## config.mk

```make
export PLATFORM = sky130hd
export DESIGN_NAME = rx_phase_sync_ctrl
export DESIGN_NICKNAME = d
export VERILOG_FILES = /design/src/rtl/rx_psync_pkg.sv /design/src/rtl/rps_rise_det.sv /design/src/rtl/rps_sync_gate.sv /design/src/rtl/rps_mix_phase.sv /design/src/rtl/rps_div_phase.sv /design/src/rtl/rx_phase_sync_ctrl.sv
export SDC_FILE = /design/constraint.sdc
export NUM_CORES = 1
export LEC_CHECK = 0
export BUFFER_PORTS_ARGS = -buffer_cell sky130_fd_sc_hd__buf_4
export CAP_MARGIN = 20
export CORE_AREA = 2 2 39 41
export CTS_CLUSTER_DIAMETER = 60
export DETAILED_ROUTE_END_ITERATION = 8
export DIE_AREA = 0 0 41 43
export PLACE_DENSITY = 0.58
export SLEW_MARGIN = 25
export SYNTH_ARGS = -nofsm -noshare
export SYNTH_HDL_FRONTEND = slang
export SYNTH_SLANG_ARGS = --single-unit
```

## constraint.sdc

```tcl
create_clock -name clk -period 1.7 [get_ports clk]
set_input_delay 0.17 -clock clk [delete_from_list [all_inputs] [get_ports clk]]
set_output_delay 0.17 -clock clk [all_outputs]
set_load 0.03 [all_outputs]
```

## src/rtl/rx_psync_pkg.sv

```systemverilog
package rx_psync_pkg;
    localparam int NUM_BLK = 4;

    typedef enum logic [1:0] {
        BLK_MIX  = 2'd0,
        BLK_DIV  = 2'd1,
        BLK_QOFS = 2'd2,
        BLK_QGP  = 2'd3
    } blk_e;

    typedef logic [NUM_BLK-1:0] blk_vec_t;
endpackage

```

## src/rtl/rps_rise_det.sv

```systemverilog
module rps_rise_det #(
    parameter int W = 2
) (
    input  logic         clk,
    input  logic         rst_n,
    input  logic [W-1:0] bits_i,
    output logic [W-1:0] rise_o
);
    typedef struct packed {
        logic [W-1:0] prev;
    } state_t;

    state_t st_d, st_q;

    always_comb begin
        st_d      = st_q;
        st_d.prev = bits_i;
        rise_o    = bits_i & ~st_q.prev;
    end

    always_ff @(posedge clk or negedge rst_n) begin
        if (!rst_n) st_q <= '0;
        else        st_q <= st_d;
    end
endmodule

```

## src/rtl/rps_sync_gate.sv

```systemverilog
module rps_sync_gate
    import rx_psync_pkg::*;
#(
    parameter int N = NUM_BLK
) (
    input  logic         clk,
    input  logic         rst_n,
    input  logic         sync_i,
    input  logic         glob_off_i,
    input  logic [N-1:0] blk_off_i,
    output logic [N-1:0] en_o,
    output logic [N-1:0] apply_o,
    output logic [N-1:0] stb_o
);
    typedef struct packed {
        logic [N-1:0] stb;
    } state_t;

    state_t st_d, st_q;

    for (genvar g = 0; g < N; g++) begin : g_blk
        assign en_o[g]    = ~(glob_off_i & blk_off_i[g]);
        assign apply_o[g] = en_o[g] & sync_i;
    end

    always_comb begin
        st_d     = st_q;
        st_d.stb = apply_o;
    end

    always_ff @(posedge clk or negedge rst_n) begin
        if (!rst_n) st_q <= '0;
        else        st_q <= st_d;
    end

    assign stb_o = st_q.stb;
endmodule

```

## src/rtl/rps_mix_phase.sv

```systemverilog
module rps_mix_phase #(
    parameter int W = 2
) (
    input  logic         clk,
    input  logic         rst_n,
    input  logic         en_i,
    input  logic         apply_i,
    input  logic         rise_i,
    input  logic [W-1:0] cfg_i,
    output logic [W-1:0] phase_o
);
    localparam logic [W-1:0] ONE = W'(1);

    typedef struct packed {
        logic [W-1:0] phase;
    } state_t;

    state_t st_d, st_q;

    always_comb begin
        st_d = st_q;
        if (apply_i)
            st_d.phase = cfg_i;
        else if (!en_i && rise_i)
            st_d.phase = st_q.phase + ONE;
    end

    always_ff @(posedge clk or negedge rst_n) begin
        if (!rst_n) st_q <= '0;
        else        st_q <= st_d;
    end

    assign phase_o = st_q.phase;
endmodule

```

## src/rtl/rps_div_phase.sv

```systemverilog
module rps_div_phase #(
    parameter int W = 1
) (
    input  logic         clk,
    input  logic         rst_n,
    input  logic         en_i,
    input  logic         apply_i,
    input  logic         rise_i,
    input  logic [W-1:0] cfg_i,
    output logic [W-1:0] phase_o
);
    typedef struct packed {
        logic [W-1:0] phase;
    } state_t;

    state_t st_d, st_q;

    always_comb begin
        st_d = st_q;
        if (apply_i)
            st_d.phase = cfg_i;
        else if (!en_i && rise_i)
            st_d.phase = ~st_q.phase;
    end

    always_ff @(posedge clk or negedge rst_n) begin
        if (!rst_n) st_q <= '0;
        else        st_q <= st_d;
    end

    assign phase_o = st_q.phase;
endmodule

```

## src/rtl/rx_phase_sync_ctrl.sv

```systemverilog
module rx_phase_sync_ctrl
    import rx_psync_pkg::*;
#(
    parameter int MIX_W = 2,
    parameter int DIV_W = 1
) (
    input  logic             clk,
    input  logic             rst_n,
    input  logic             sync_in,
    input  logic             glob_sync_off,
    input  logic             mix_sync_off,
    input  logic             div_sync_off,
    input  logic             qofs_sync_off,
    input  logic             qgp_sync_off,
    input  logic [MIX_W-1:0] mix_phase_cfg,
    input  logic [DIV_W-1:0] div_phase_cfg,
    input  logic             mix_step,
    input  logic             div_flip,
    output logic [MIX_W-1:0] mix_phase,
    output logic [DIV_W-1:0] div_phase,
    output logic             mix_sync_stb,
    output logic             div_sync_stb,
    output logic             qofs_sync_stb,
    output logic             qgp_sync_stb
);
    localparam int NSW = 2;

    blk_vec_t        blk_off, blk_en, blk_apply, blk_stb;
    logic [NSW-1:0]  sw_bits, sw_rise;

    always_comb begin
        blk_off           = '0;
        blk_off[BLK_MIX]  = mix_sync_off;
        blk_off[BLK_DIV]  = div_sync_off;
        blk_off[BLK_QOFS] = qofs_sync_off;
        blk_off[BLK_QGP]  = qgp_sync_off;
    end

    assign sw_bits = {div_flip, mix_step};

    rps_sync_gate #(.N(NUM_BLK)) u_gate (
        .clk       (clk),
        .rst_n     (rst_n),
        .sync_i    (sync_in),
        .glob_off_i(glob_sync_off),
        .blk_off_i (blk_off),
        .en_o      (blk_en),
        .apply_o   (blk_apply),
        .stb_o     (blk_stb)
    );

    rps_rise_det #(.W(NSW)) u_rise (
        .clk   (clk),
        .rst_n (rst_n),
        .bits_i(sw_bits),
        .rise_o(sw_rise)
    );

    rps_mix_phase #(.W(MIX_W)) u_mix (
        .clk    (clk),
        .rst_n  (rst_n),
        .en_i   (blk_en[BLK_MIX]),
        .apply_i(blk_apply[BLK_MIX]),
        .rise_i (sw_rise[0]),
        .cfg_i  (mix_phase_cfg),
        .phase_o(mix_phase)
    );

    rps_div_phase #(.W(DIV_W)) u_div (
        .clk    (clk),
        .rst_n  (rst_n),
        .en_i   (blk_en[BLK_DIV]),
        .apply_i(blk_apply[BLK_DIV]),
        .rise_i (sw_rise[1]),
        .cfg_i  (div_phase_cfg),
        .phase_o(div_phase)
    );

    assign mix_sync_stb  = blk_stb[BLK_MIX];
    assign div_sync_stb  = blk_stb[BLK_DIV];
    assign qofs_sync_stb = blk_stb[BLK_QOFS];
    assign qgp_sync_stb  = blk_stb[BLK_QGP];
endmodule

```

==> impl_metrics.prom <==
# TYPE chip_impl_metric gauge
chip_impl_info{name="status",value="finished clean"} 1
chip_impl_metric{name="worstPathMaxFanout",unit=""} 4
chip_impl_info{name="critical_path_class",value="register to register"} 1
chip_impl_metric{name="setup-violations-final",unit=""} 0
chip_impl_metric{name="ioPinCount",unit=""} 20
chip_impl_metric{name="detail_route.drc_violations",unit=""} 0
chip_impl_metric{name="antennaDiodeCount",unit=""} 0
chip_impl_metric{name="cell_area_after_synthesis",unit="µm²"} 389.1
chip_impl_metric{name="die_h",unit="µm"} 43
chip_impl_metric{name="yosys_warnings",unit=""} 0
chip_impl_metric{name="worst-endpoint-required",unit="ns"} 1.84
chip_impl_metric{name="area.growth.synth_to_final",unit="%"} 48.23
chip_impl_info{name="clock-root-buffer",value="sky130_fd_sc_hd__clkbuf_4"} 1
chip_impl_metric{name="die-area",unit="µm²"} 1763
chip_impl_metric{name="final_nets",unit=""} 66
chip_impl_metric{name="post_synth_inst_count",unit=""} 29
chip_impl_metric{name="drt_iter0_markers",unit=""} 1
chip_impl_metric{name="grt_remaining_overflow",unit=""} 0
chip_impl_metric{name="post_cts_repair_timing_setup_buffer_count",unit=""} 0
chip_impl_metric{name="finalWirelength",unit="µm"} 887
chip_impl_info{name="rsz0062_at_grt",value="false"} 1
chip_impl_metric{name="yosysUniqueCellTypes",unit=""} 17
chip_impl_metric{name="grt_resource_usage_total",unit="%"} 13.14
chip_impl_metric{name="slew_headroom",unit="%"} 84.01
chip_impl_metric{name="die_width",unit="µm"} 41
chip_impl_metric{name="stdcell_count",unit=""} 68
chip_impl_metric{name="irDropWorstVdd",unit="mV"} 0.4022
chip_impl_metric{name="first_pass_iters",unit=""} 2
chip_impl_info{name="cts_tree",value="done"} 1
chip_impl_metric{name="syn-mean-instance-area",unit="µm²"} 13.42
chip_impl_metric{name="final_max_slew_viol_count",unit=""} 0
chip_impl_metric{name="route.detailed.vias_per_inst",unit=""} 4.765
chip_impl_metric{name="pwr_density_cell",unit="nW/µm²"} 928.0
chip_impl_metric{name="routed-via-count",unit=""} 324
chip_impl_metric{name="leakage",unit="nW"} 0.2779
chip_impl_metric{name="route.antenna.remaining_nets",unit=""} 0
chip_impl_metric{name="placer_congestion",unit=""} 0.6063
chip_impl_metric{name="grt_max_degree",unit=""} 10
chip_impl_metric{name="global_route_wire_length_before_repair",unit="µm"} 1518
chip_impl_metric{name="wl_per_cell",unit="µm"} 13.04
chip_impl_metric{name="final_min_period_over_clock_period",unit="%"} 72.70
chip_impl_metric{name="h-tree-depth",unit=""} 1
chip_impl_metric{name="place_inst",unit=""} 63
chip_impl_metric{name="mappedNetlistNets",unit=""} 42
chip_impl_metric{name="synth.yosys.seq_area_share",unit="%"} 57.88
chip_impl_metric{name="clock_skew",unit="ns"} 0.003027
chip_impl_metric{name="final_layout_size_suffix_gt1_share",unit="%"} 50.00
chip_impl_info{name="worst_setup_path_start_kind",value="register"} 1
chip_impl_metric{name="clk_latency",unit="ns"} 0.25
chip_impl_metric{name="postCtsResizedCells",unit=""} 0
chip_impl_metric{name="grt_pass1_vias",unit=""} 346
chip_impl_info{name="worst_setup_path_end_kind",value="register"} 1
chip_impl_metric{name="clock-sinks",unit=""} 9
chip_impl_metric{name="core_region_area",unit="µm²"} 1384
chip_impl_metric{name="fp-row-count",unit=""} 14
chip_impl_metric{name="max_cap_viols",unit=""} 0
chip_impl_metric{name="timing.setup.tns",unit="ns"} 0
chip_impl_metric{name="cts_made_buffers",unit=""} 3
chip_impl_metric{name="portBuffers",unit=""} 19
chip_impl_metric{name="worst-endpoint-arrival",unit="ns"} 1.38
chip_impl_metric{name="maximum_count_of_clock_buffers_along_a_single_path",unit=""} 2
chip_impl_info{name="hold_path.class",value="input pin to register"} 1
chip_impl_metric{name="clock.fmax",unit="GHz"} 0.8092
chip_impl_metric{name="worst_setup_hold_path_clk_slew",unit="ns"} 0.06
chip_impl_metric{name="worstMarginPinSlew",unit="ns"} 0.2399
chip_impl_metric{name="layout_min_cycle_time",unit="ns"} 1.236
chip_impl_metric{name="hpwl",unit="µm"} 669.1
chip_impl_metric{name="grt_antenna_before_repair",unit=""} 0
chip_impl_metric{name="cts-hold-fix-buffers",unit=""} 1
chip_impl_metric{name="floorplan.initialDensity",unit="%"} 28.12
chip_impl_metric{name="timing_hold_violations_final",unit=""} 0
chip_impl_metric{name="yosys_register_bits",unit=""} 9
-- routing by layer --
layer	vias up	global-route usage [%]	wire (µm)
met5	-	0	0
met4	0	8.000	12
met3	2	3.141	101
met2	19	17.19	346
met1	151	18.75	427
li1	152	-	-
-- final timing paths --
check,start,to,slack (ns),cells after the start
max reg2reg,u_mix.phase_o[0]$_DFFE_PN0P_,u_mix.phase_o[1]$_DFFE_PN0P_,0.46,3
max in group asynchronous,rst_n,u_rise.st_q[1]$_DFF_PN0_,1.30,2
min reg2reg,u_mix.phase_o[0]$_DFFE_PN0P_,u_mix.phase_o[0]$_DFFE_PN0P_,0.55,1
min,div_flip,u_rise.st_q[1]$_DFF_PN0_,0.03,1
max,u_mix.phase_o[0]$_DFFE_PN0P_,u_mix.phase_o[1]$_DFFE_PN0P_,0.46,3
min in group asynchronous,rst_n,u_gate.stb_o[1]$_DFF_PN0_,0.27,2
-- logic make-up after synthesis --
| group | Yosys count | share of synthesized area, % |
|---|---|---|
| xor gates and xnor gates | 1 | 2.251 |
| AOI/OAI and AO/OA | 8 | 17.04 |
| DFF | 9 | 57.88 |
| and+or+nand+nor | 8 | 15.11 |
| buffers and inverters | 2 | 3.857 |
| muxes | 1 | 3.857 |
-- final cells by class --
cell class                 count  area, µm²
timing repair buffer          20      152.6
clock buffer                   4      26.28
inverter                       1      3.754
fill                         144      807.0
sequential                     9      225.2
multi-input combinational     18      148.9
tap                           16      20.02
-- where the power goes --
group	switching (mW)	leakage, nW	internal (mW)
logic	0.0666	0.156	0.0604
registers	0.0118	0.107	0.232
clock network	0.0737	0.0150	0.0904
-- registers in the layout (all words and copies together), names as in the netlist --
signal,cells
u_mix.phase_o,2
u_div.phase_o,1
u_gate.stb_o,4
u_rise.st_q,2
-- Yosys cell counts --
master | instances | area (µm²)
sky130_fd_sc_hd__nand3_1 | 2 | 10.01
sky130_fd_sc_hd__a21bo_2 | 1 | 10.01
sky130_fd_sc_hd__nand4b_1 | 1 | 8.760
sky130_fd_sc_hd__xnor2_1 | 1 | 8.760
sky130_fd_sc_hd__nand4_1 | 1 | 6.260
sky130_fd_sc_hd__dfrtp_1 | 9 | 225.2
sky130_fd_sc_hd__o221a_1 | 1 | 11.26
sky130_fd_sc_hd__and3b_2 | 1 | 10.01
sky130_fd_sc_hd__nor2b_1 | 2 | 12.51
sky130_fd_sc_hd__nand2_4 | 1 | 11.26
sky130_fd_sc_hd__o211ai_1 | 1 | 7.510
sky130_fd_sc_hd__inv_1 | 1 | 3.750
sky130_fd_sc_hd__mux2_4 | 1 | 15.01
sky130_fd_sc_hd__a221oi_1 | 1 | 8.760
sky130_fd_sc_hd__buf_6 | 1 | 11.26
sky130_fd_sc_hd__a21boi_0 | 3 | 22.52
sky130_fd_sc_hd__a31oi_1 | 1 | 6.260
-- critical path: stages (launching register included) --
cell and delay (ns):
sky130_fd_sc_hd__dfrtp_1 0.41, sky130_fd_sc_hd__and3b_2 0.23, sky130_fd_sc_hd__mux2_4 0.26, sky130_fd_sc_hd__o221a_1 0.22
-- metrics by stage --
step                utilization, %  hold WS (ns)  total power, mW  instance area, µm²  worst slack, ns
finish                       41.68       0.02900           0.5353               576.8           0.4642
global route                 41.68       0.01819           0.5677               576.8           0.4161
detailed placement           39.06      0.004383           0.3747               540.5           0.4876
global placement             39.06      0.001804           0.3728               540.5           0.5093
CTS                          41.68       0.02312           0.5434               576.8           0.4703
floorplan                        -       -0.1256           0.3135               389.1           0.3601
-- layout by cell type, fill, tap and decap left out, types with 2 or more instances in the layout --
cell type and n:
sky130_fd_sc_hd__buf_4 19, sky130_fd_sc_hd__dfrtp_1 9, sky130_fd_sc_hd__a21boi_0 3, sky130_fd_sc_hd__clkbuf_4 3
sky130_fd_sc_hd__nor2b_1 2, sky130_fd_sc_hd__nand3_1 2
Power figures use the tool's default switching activity.
